File: config.mk
export PLATFORM = sky130hd
export DESIGN_NAME = port_pwr_ctrl
export DESIGN_NICKNAME = d
export VERILOG_FILES = /design/src/rtl/pwr_pkg.sv /design/src/rtl/req_decode.sv /design/src/rtl/oc_filter.sv /design/src/rtl/port_slice.sv /design/src/rtl/port_pwr_ctrl.sv
export SDC_FILE = /design/constraint.sdc
export NUM_CORES = 1
export LEC_CHECK = 0
export BUFFER_PORTS_ARGS = -buffer_cell sky130_fd_sc_hd__clkbuf_2
export CORE_MARGIN = 1.5
export CORE_UTILIZATION = 58
export CTS_BUF_LIST = sky130_fd_sc_hd__clkbuf_4 sky130_fd_sc_hd__clkbuf_8
export DETAILED_ROUTE_END_ITERATION = 16
export PLACE_DENSITY_LB_ADDON = 0.1
export SLEW_MARGIN = 25
export SYNTH_ARGS = -nofsm -noshare
export SYNTH_HDL_FRONTEND = slang
export SYNTH_HIERARCHICAL = 1
export SYNTH_SLANG_ARGS = --single-unit
File: constraint.sdc
create_clock -name clk_i -period 2.2 [get_ports clk_i]
set_input_delay 0.11 -clock clk_i [delete_from_list [all_inputs] [get_ports clk_i]]
set_output_delay 0.11 -clock clk_i [all_outputs]
set_load 0.05 [all_outputs]
File: src/rtl/pwr_pkg.sv
package pwr_pkg;
  typedef enum logic [1:0] {
    FEAT_POWER  = 2'd0,
    FEAT_OC_CHG = 2'd1,
    FEAT_RSVD2  = 2'd2,
    FEAT_RSVD3  = 2'd3
  } feat_e;

  typedef struct packed {
    logic set_pwr;
    logic clr_pwr;
    logic clr_chg;
  } port_cmd_t;
endpackage

File: src/rtl/req_decode.sv
module req_decode
  import pwr_pkg::*;
#(
  parameter int N_PORTS = 4,
  localparam int PORT_W = (N_PORTS > 1) ? $clog2(N_PORTS) : 1
) (
  input  logic                      req_valid_i,
  input  logic                      req_set_i,
  input  logic [1:0]                req_feat_i,
  input  logic [PORT_W-1:0]         req_port_i,
  output port_cmd_t [N_PORTS-1:0]   cmd_o
);
  feat_e feat;
  assign feat = feat_e'(req_feat_i);

  for (genvar i = 0; i < N_PORTS; i++) begin : g_dec
    logic hit;
    assign hit = req_valid_i && (req_port_i == PORT_W'(i));
    assign cmd_o[i].set_pwr = hit &&  req_set_i && (feat == FEAT_POWER);
    assign cmd_o[i].clr_pwr = hit && !req_set_i && (feat == FEAT_POWER);
    assign cmd_o[i].clr_chg = hit && !req_set_i && (feat == FEAT_OC_CHG);
  end
endmodule

File: src/rtl/oc_filter.sv
module oc_filter #(
  parameter int CNT_W = 4
) (
  input  logic             clk_i,
  input  logic             rst_ni,
  input  logic             oc_raw_i,
  input  logic [CNT_W-1:0] hold_i,
  output logic             qual_o
);
  logic             meta_q, sync_q;
  logic [CNT_W-1:0] cnt_q;

  always_ff @(posedge clk_i or negedge rst_ni) begin
    if (!rst_ni) begin
      meta_q <= 1'b0;
      sync_q <= 1'b0;
      cnt_q  <= '0;
    end else begin
      meta_q <= oc_raw_i;
      sync_q <= meta_q;
      if (!sync_q)           cnt_q <= '0;
      else if (cnt_q < hold_i) cnt_q <= cnt_q + 1'b1;
    end
  end

  assign qual_o = sync_q && (cnt_q >= hold_i);

  AST_QUAL_AFTER_SYNC: assert property (@(posedge clk_i) disable iff (!rst_ni)
    (qual_o && hold_i != '0 && $stable(hold_i)) |-> $past(sync_q));
endmodule

File: src/rtl/port_slice.sv
module port_slice
  import pwr_pkg::*;
(
  input  logic      clk_i,
  input  logic      rst_ni,
  input  logic      hub_cfg_i,
  input  port_cmd_t cmd_i,
  input  logic      oc_qual_i,
  input  logic      port_en_i,
  output logic      pwr_o,
  output logic      conn_o,
  output logic      stat_o,
  output logic      chg_o
);
  logic pwr_q, conn_q, stat_q, chg_q;

  always_ff @(posedge clk_i or negedge rst_ni) begin
    if (!rst_ni) begin
      pwr_q  <= 1'b0;
      conn_q <= 1'b0;
      stat_q <= 1'b0;
      chg_q  <= 1'b0;
    end else begin
      // fault and deconfig win over any request
      if (!hub_cfg_i || oc_qual_i || cmd_i.clr_pwr) pwr_q <= 1'b0;
      else if (cmd_i.set_pwr)                     pwr_q <= 1'b1;
      stat_q <= oc_qual_i;
      if (oc_qual_i && !stat_q) chg_q <= 1'b1;
      else if (cmd_i.clr_chg)   chg_q <= 1'b0;
      conn_q <= port_en_i && pwr_q;
    end
  end

  assign pwr_o  = pwr_q;
  assign conn_o = conn_q;
  assign stat_o = stat_q;
  assign chg_o  = chg_q;

  AST_NO_PWR_UNCFG: assert property (@(posedge clk_i) disable iff (!rst_ni)
    !hub_cfg_i |=> !pwr_q);
  AST_OC_CUTS_PWR: assert property (@(posedge clk_i) disable iff (!rst_ni)
    oc_qual_i |=> (!pwr_q && stat_q));
  AST_CHG_STICKY: assert property (@(posedge clk_i) disable iff (!rst_ni)
    (chg_q && !cmd_i.clr_chg) |=> chg_q);
  AST_PWR_BY_REQ: assert property (@(posedge clk_i) disable iff (!rst_ni)
    (!pwr_q && !cmd_i.set_pwr) |=> !pwr_q);
  AST_CONN_NEEDS_PWR: assert property (@(posedge clk_i) disable iff (!rst_ni)
    !pwr_q |=> !conn_q);
endmodule

File: src/rtl/port_pwr_ctrl.sv
module port_pwr_ctrl
  import pwr_pkg::*;
#(
  parameter int N_PORTS = 4,
  parameter int CNT_W   = 4,
  localparam int PORT_W = (N_PORTS > 1) ? $clog2(N_PORTS) : 1
) (
  input  logic               clk_i,
  input  logic               rst_ni,
  input  logic               hub_cfg_i,
  input  logic               req_valid_i,
  input  logic               req_set_i,
  input  logic [1:0]         req_feat_i,
  input  logic [PORT_W-1:0]  req_port_i,
  input  logic [N_PORTS-1:0] port_en_i,
  input  logic [N_PORTS-1:0] oc_raw_i,
  input  logic [CNT_W-1:0]   oc_hold_i,
  output logic [N_PORTS-1:0] pwr_sink_o,
  output logic [N_PORTS-1:0] conn_o,
  output logic [N_PORTS-1:0] oc_stat_o,
  output logic [N_PORTS-1:0] oc_chg_o
);
  port_cmd_t [N_PORTS-1:0] cmd;
  logic      [N_PORTS-1:0] qual;
  logic      [N_PORTS-1:0] set_vec;

  req_decode #(.N_PORTS(N_PORTS)) u_dec (
    .req_valid_i (req_valid_i),
    .req_set_i   (req_set_i),
    .req_feat_i  (req_feat_i),
    .req_port_i  (req_port_i),
    .cmd_o       (cmd)
  );

  for (genvar i = 0; i < N_PORTS; i++) begin : g_port
    assign set_vec[i] = cmd[i].set_pwr;

    oc_filter #(.CNT_W(CNT_W)) u_flt (
      .clk_i    (clk_i),
      .rst_ni   (rst_ni),
      .oc_raw_i (oc_raw_i[i]),
      .hold_i   (oc_hold_i),
      .qual_o   (qual[i])
    );

    port_slice u_slice (
      .clk_i     (clk_i),
      .rst_ni    (rst_ni),
      .hub_cfg_i (hub_cfg_i),
      .cmd_i     (cmd[i]),
      .oc_qual_i (qual[i]),
      .port_en_i (port_en_i[i]),
      .pwr_o     (pwr_sink_o[i]),
      .conn_o    (conn_o[i]),
      .stat_o    (oc_stat_o[i]),
      .chg_o     (oc_chg_o[i])
    );
  end

  AST_ONE_TARGET: assert property (@(posedge clk_i) disable iff (!rst_ni)
    $onehot0(set_vec));
  AST_RSVD_INERT: assert property (@(posedge clk_i) disable iff (!rst_ni)
    (req_valid_i && req_feat_i[1] && hub_cfg_i && !$isunknown(qual) && qual == '0)
      |=> pwr_sink_o == $past(pwr_sink_o));
endmodule

After elaboration in Yosys (flattened, before gate mapping)
Cells that the tools add are included.
{ "classes": {"add_sub_neg": 4, "magnitude_cmp": 8, "n_eq_ne": 8, "n_mux": 24, "reduce_logical": 60} }
{ "ops": {"columns": ["cell", "n"], "rows": [
  ["logical AND 1 bit", 36],
  ["two-way mux 4 bit", 8],
  ["adder 4 x 1 -> 4 bit, second input constant", 4],
  [">= comparator 4 bit", 4],
  ["< comparator 4 bit", 4],
  ["two-way mux 1 bit", 16],
  ["nonzero test 2 bit", 8],
  ["logical OR 1 bit", 8],
  ["inequality test 2 bit, second input constant", 4],
  ["zero test 1 bit", 6],
  ["== test 2 x 1 -> 1 bit, second input constant", 2],
  ["== test 2 bit, second input constant", 2],
  ["zero test 2 bit", 2]
]} }
{ "word_totals": {"ff_bits": 40, "input_bits": 21, "output_inout_bits": 16, "wordCells": 132} }

Longest topological paths before layout
{ "depth": {"word_depth": 6, "ltp_mapped": 8, "mapped_depth_nobuf": 8} }

By module
The synthesis kept the hierarchy.
{ "by_module_without_submodules": {"columns": ["module", "instances", "cells_per_inst", "area_per_inst_um2", "seq_area_each_um2"], "rows": [
  ["oc_filter", 4, 37, 394.1, 150.1],
  ["port_slice", 4, 10, 138.9, 100.1],
  ["req_decode", 1, 19, 116.4, 0.0]
]} }

Least setup slack after synthesis
Ideal clock, no wire load.
{ "synth_path": {"kind": "reg-to-reg", "from": "register g_port[0].u_flt.cnt_q[1]", "to": "register g_port[0].u_slice.pwr_q", "setup_time_ns": 0.095, "t_arrival_ns": 1.614, "required_ns": 2.105, "path_slack_ns": 0.491, "path_stages_with_launch": 7, "path_buffers": 0, "synth_period_minus_slack_ns": 1.709, "path_cell_list": "dfrtp_1 -> ha_1 -> nor2b_4 -> o211a_4 -> nor2_2 -> a21boi_0 -> nor4b_2"} }
{ "synth_via": {"elab_chain_cells": 5, "word_cells_on_any_way": 6, "classes_between": "order compare: 1; mux: 1; reduce/logical: 4"} }
{ "synth_lines": {"columns": ["element", "line", "source"], "rows": [
  ["start: declaration", "oc_filter.sv:11", "logic [CNT_W-1:0] cnt_q;"],
  ["start signal: assignment", "oc_filter.sv:22", "else if (cnt_q < hold_i) cnt_q <= cnt_q + 1'b1;"],
  [">= comparator 4 bit *", "oc_filter.sv:26", "assign qual_o = sync_q && (cnt_q >= hold_i);"],
  ["logical AND 1 bit *", "oc_filter.sv:26", null],
  ["net qual[0]", "port_pwr_ctrl.sv:24", "logic [N_PORTS-1:0] qual;"],
  ["logical OR 1 bit * (2 in series)", "port_slice.sv:25", "if (!hub_cfg_i || oc_qual_i || cmd_i.clr_pwr) pwr_q <= 1'b0;"],
  ["two-way mux 1 bit or nonzero test 2 bit (tied branches)", null, null],
  ["end signal: assignment", "port_slice.sv:19", "pwr_q <= 1'b0;"],
  ["end signal: assignment", "port_slice.sv:25", null],
  ["end signal: assignment", "port_slice.sv:26", "else if (cmd_i.set_pwr) pwr_q <= 1'b1;"],
  ["end: declaration", "port_slice.sv:15", "logic pwr_q, conn_q, stat_q, chg_q;"]
]} }
Mark *: on every way through the listed nets, which the timed path passes. The rest lies on a longest branch.
A chain may end at the register's enable or synchronous reset.

Worst setup path after layout
Ends and elaborated chain as after synthesis.

==> impl_metrics.json <==
{
  "status": "finished clean",
  "cts_resized": 0,
  "synth_common_cells": "40 x dfrtp_1, 25 x nand2_1, 24 x inv_1",
  "ys_seq_area_frac": 0.445,
  "crit_fanout": 4,
  "power_mw": 1.96,
  "crit_required_ns": 2.39,
  "cts_tree": "done",
  "cts_setup_buffers": 0,
  "yosysMostFrequentCell": "dfrtp_1",
  "fin_skew_ns": 0.00909,
  "hp-class": "primary input to flip-flop",
  "hold_path_depth": 2,
  "yosysTopAreaCellShare": 0.445,
  "ir_worst_vdd_uv": 432,
  "relSlewSlack": 0.662,
  "ios": 37,
  "finalSetupViolCount": 0,
  "combPwrFrac": 0.290,
  "clockBufferDepth": 2,
  "seqPwrFrac": 0.459,
  "yosysTopAreaCell": "dfrtp_1",
  "post-route-drc-count": 0,
  "syn_area_um2": 2250,
  "min_to": "g_port[1].u_slice/conn_o",
  "switchingPower_uw": 658,
  "rsz0062_at_grt": "no",
  "wl_per_cell_um": 12.5,
  "slowest_stage": "dfrtp_1",
  "clk_pin_slew_ns": 0.08,
  "path_cells": "ha_1, nor2b_4, o211a_4, nor2_2, a21boi_0, nor4b_2",
  "cp-start-kind": "flip-flop",
  "synth.distinct_cells": 24,
  "r2r_start": "g_port[0].u_flt/cnt_q[1]",
  "fin_tns_setup_ns": 0,
  "first_pass_iters": 4,
  "final.period_utilization": 0.869,
  "p_leak_nw": 1.41,
  "drive_above_1_share": 0.296,
  "htree_levels": 2,
  "async_reset_ff_frac": 1.00,
  "synth_warnings": 6,
  "internal-power_mw": 1.30,
  "wl_um": 3760,
  "grt_max_degree": 41,
  "finish.utilization": 0.711,
  "cts_hold_buf": 5,
  "dieArea_um2": 4260,
  "cts-root-buf": "clkbuf_8",
  "gr-usage-all-layers": 0.199,
  "cp-end-kind": "flip-flop",
  "nNetsFinal": 293,
  "ys.flop_type": "dfrtp_1",
  "cp_num_cells": 6,
  "numCtsBuffers": 5,
  "drtIter0Drc": 95,
  "clkPwrFrac": 0.251,
  "fp.dieW_um": 65.3,
  "grt_pass1_wl_um": 6320,
  "max_freq_mhz": 523,
  "finalNonFillerCells": 301,
  "num_vias": 1524,
  "coreArea_um2": 3690,
  "antenna_found_initial": 0,
  "p_per_area_nw_per_um2": 748,
  "crit_family": "simple AND/OR/NAND/NOR gates",
  "gp_congestion": 0.817,
  "dp_hpwl_um": 2920,
  "period_minus_slack_ns": 1.91,
  "synth-edff-count": 0,
  "mappedNetlistNets": 248,
  "critPathArrivalTime_ns": 2.11,
  "p_sw_frac": 0.336,
  "finalHoldViolCount": 0,
  "crit_type": "flip-flop to flip-flop",
  "dpl.cell_count": 288,
  "cp-startpoint": "g_port[0].u_flt/cnt_q[1]",
  "numClockSinks": 40,
  "grt-ovfl-total": 0,
  "portBuffers": 36,
  "antenna_cells": 0,
  "first_global_vias": 1412,
  "hp-start": "port_en_i[1]",
  "cp_num_buf_inv": 0,
  "synthTopCellsByArea": "dfrtp_1 45%, ha_1 11%, mux2i_1 7.1%, nand2_1 4.2%, inv_1 4.0%",
  "vias_per_cell": 5.06,
  "ys_ff_latch": 40,
  "place_area_um2": 2480,
  "final_area_um2": 2620,
  "maxSlewViolCount": 0,
  "syn_inst": 207,
  "areaGrowthSynthToFinish_pct": 16.7,
  "r2r_slack_ns": 0.29,
  "die_y_um": 65.3,
  "initial_utilization": 0.610,
  "tightest_slew_ns": 0.507,
  "synth.avg_cell_area_um2": 10.9,
  "rr_endpoint": "g_port[0].u_slice/pwr_o",
  "ant_nets": 0,
  "cpPeakStageDelay_ns": 0.42,
  "row_count": 22,
  "reg2reg_depth": 6,
  "clk_latency_ns": 0.29,
  "maxCapViolations": 0
}
-- logic make-up (layout without fill, tap and decap cells) --
kind of cell,Yosys count,count (layout),synth area share
flops,40,40,0.445
simple gates,87,87,0.254
fa+ha+maj,20,20,0.111
buf+inv,28,74,0.0467
mux,16,16,0.0712
compound gates,16,16,0.0712
-- layout by cell type, fill, tap and decap left out, types with 5 or more instances in the layout --
cell type,netlist,layout
nor2_1,12,12
clkbuf_8,0,6
inv_1,24,24
dlygate4sd3_1,0,5
nand2_1,25,25
nand2b_1,10,10
clkbuf_2,0,36
ha_1,20,20
mux2i_1,16,16
dfrtp_1,40,40
nor3_2,5,5
-- registers in the layout, indices dropped and copies added, names as in the netlist --
signal,cells
g_port.u_slice/pwr_o,4
g_port.u_flt/cnt_q,16
g_port.u_flt/sync_q,4
g_port.u_slice/chg_o,4
g_port.u_flt/meta_q,4
g_port.u_slice/conn_o,4
g_port.u_slice/stat_o,4
-- routing by layer --
layer | global-route usage | vias to the layer above | wire length [um]
li1 | - | 792 | -
met1 | 0.266 | 692 | 1900
met2 | 0.309 | 35 | 1590
met3 | 0.0565 | 5 | 210
met4 | 0.0703 | 0 | 55
met5 | 0 | - | 0
-- power by group through the flow --
stage	Clock [mW]	Sequential (mW)	Combinational, mW
after global routing	0.541	0.916	0.632
after detailed placement	0	0.914	0.565
after global placement	0	0.913	0.558
after floorplan	0	1.01	0.325
after CTS	0.505	0.901	0.575
final	0.493	0.901	0.568
-- cell type report --
type | instances | area [um^2]
sequential | 40 | 1000
clock inverter | 2 | 10.0
fill | 294 | 1060
tap | 48 | 60.1
timing repair buffer | 42 | 238
clock buffer | 6 | 82.6
multi-input combinational | 139 | 1140
inverter | 24 | 90.1
-- metrics by stage --
stage          setup slack, ns  hold slack [ns]
3_3_place_gp             0.357            0.195
2_1_floorplan            0.491           -0.186
4_1_cts                  0.280           0.0303
3_5_place_dp             0.297            0.200
6_report                 0.287           0.0365
5_1_grt                  0.177           0.0265
-- how the worst max path moves through the flow --
| stage | to |
|---|---|
| floorplan | g_port[0].u_slice/pwr_o |
| global placement | g_port[1].u_slice/pwr_o |
| detailed placement | g_port[0].u_slice/pwr_o |
| CTS | g_port[0].u_slice/pwr_o |
| global route | g_port[3].u_slice/pwr_o |
| finish | g_port[0].u_slice/pwr_o |
Note: power is estimated with default switching activity, not from simulation.
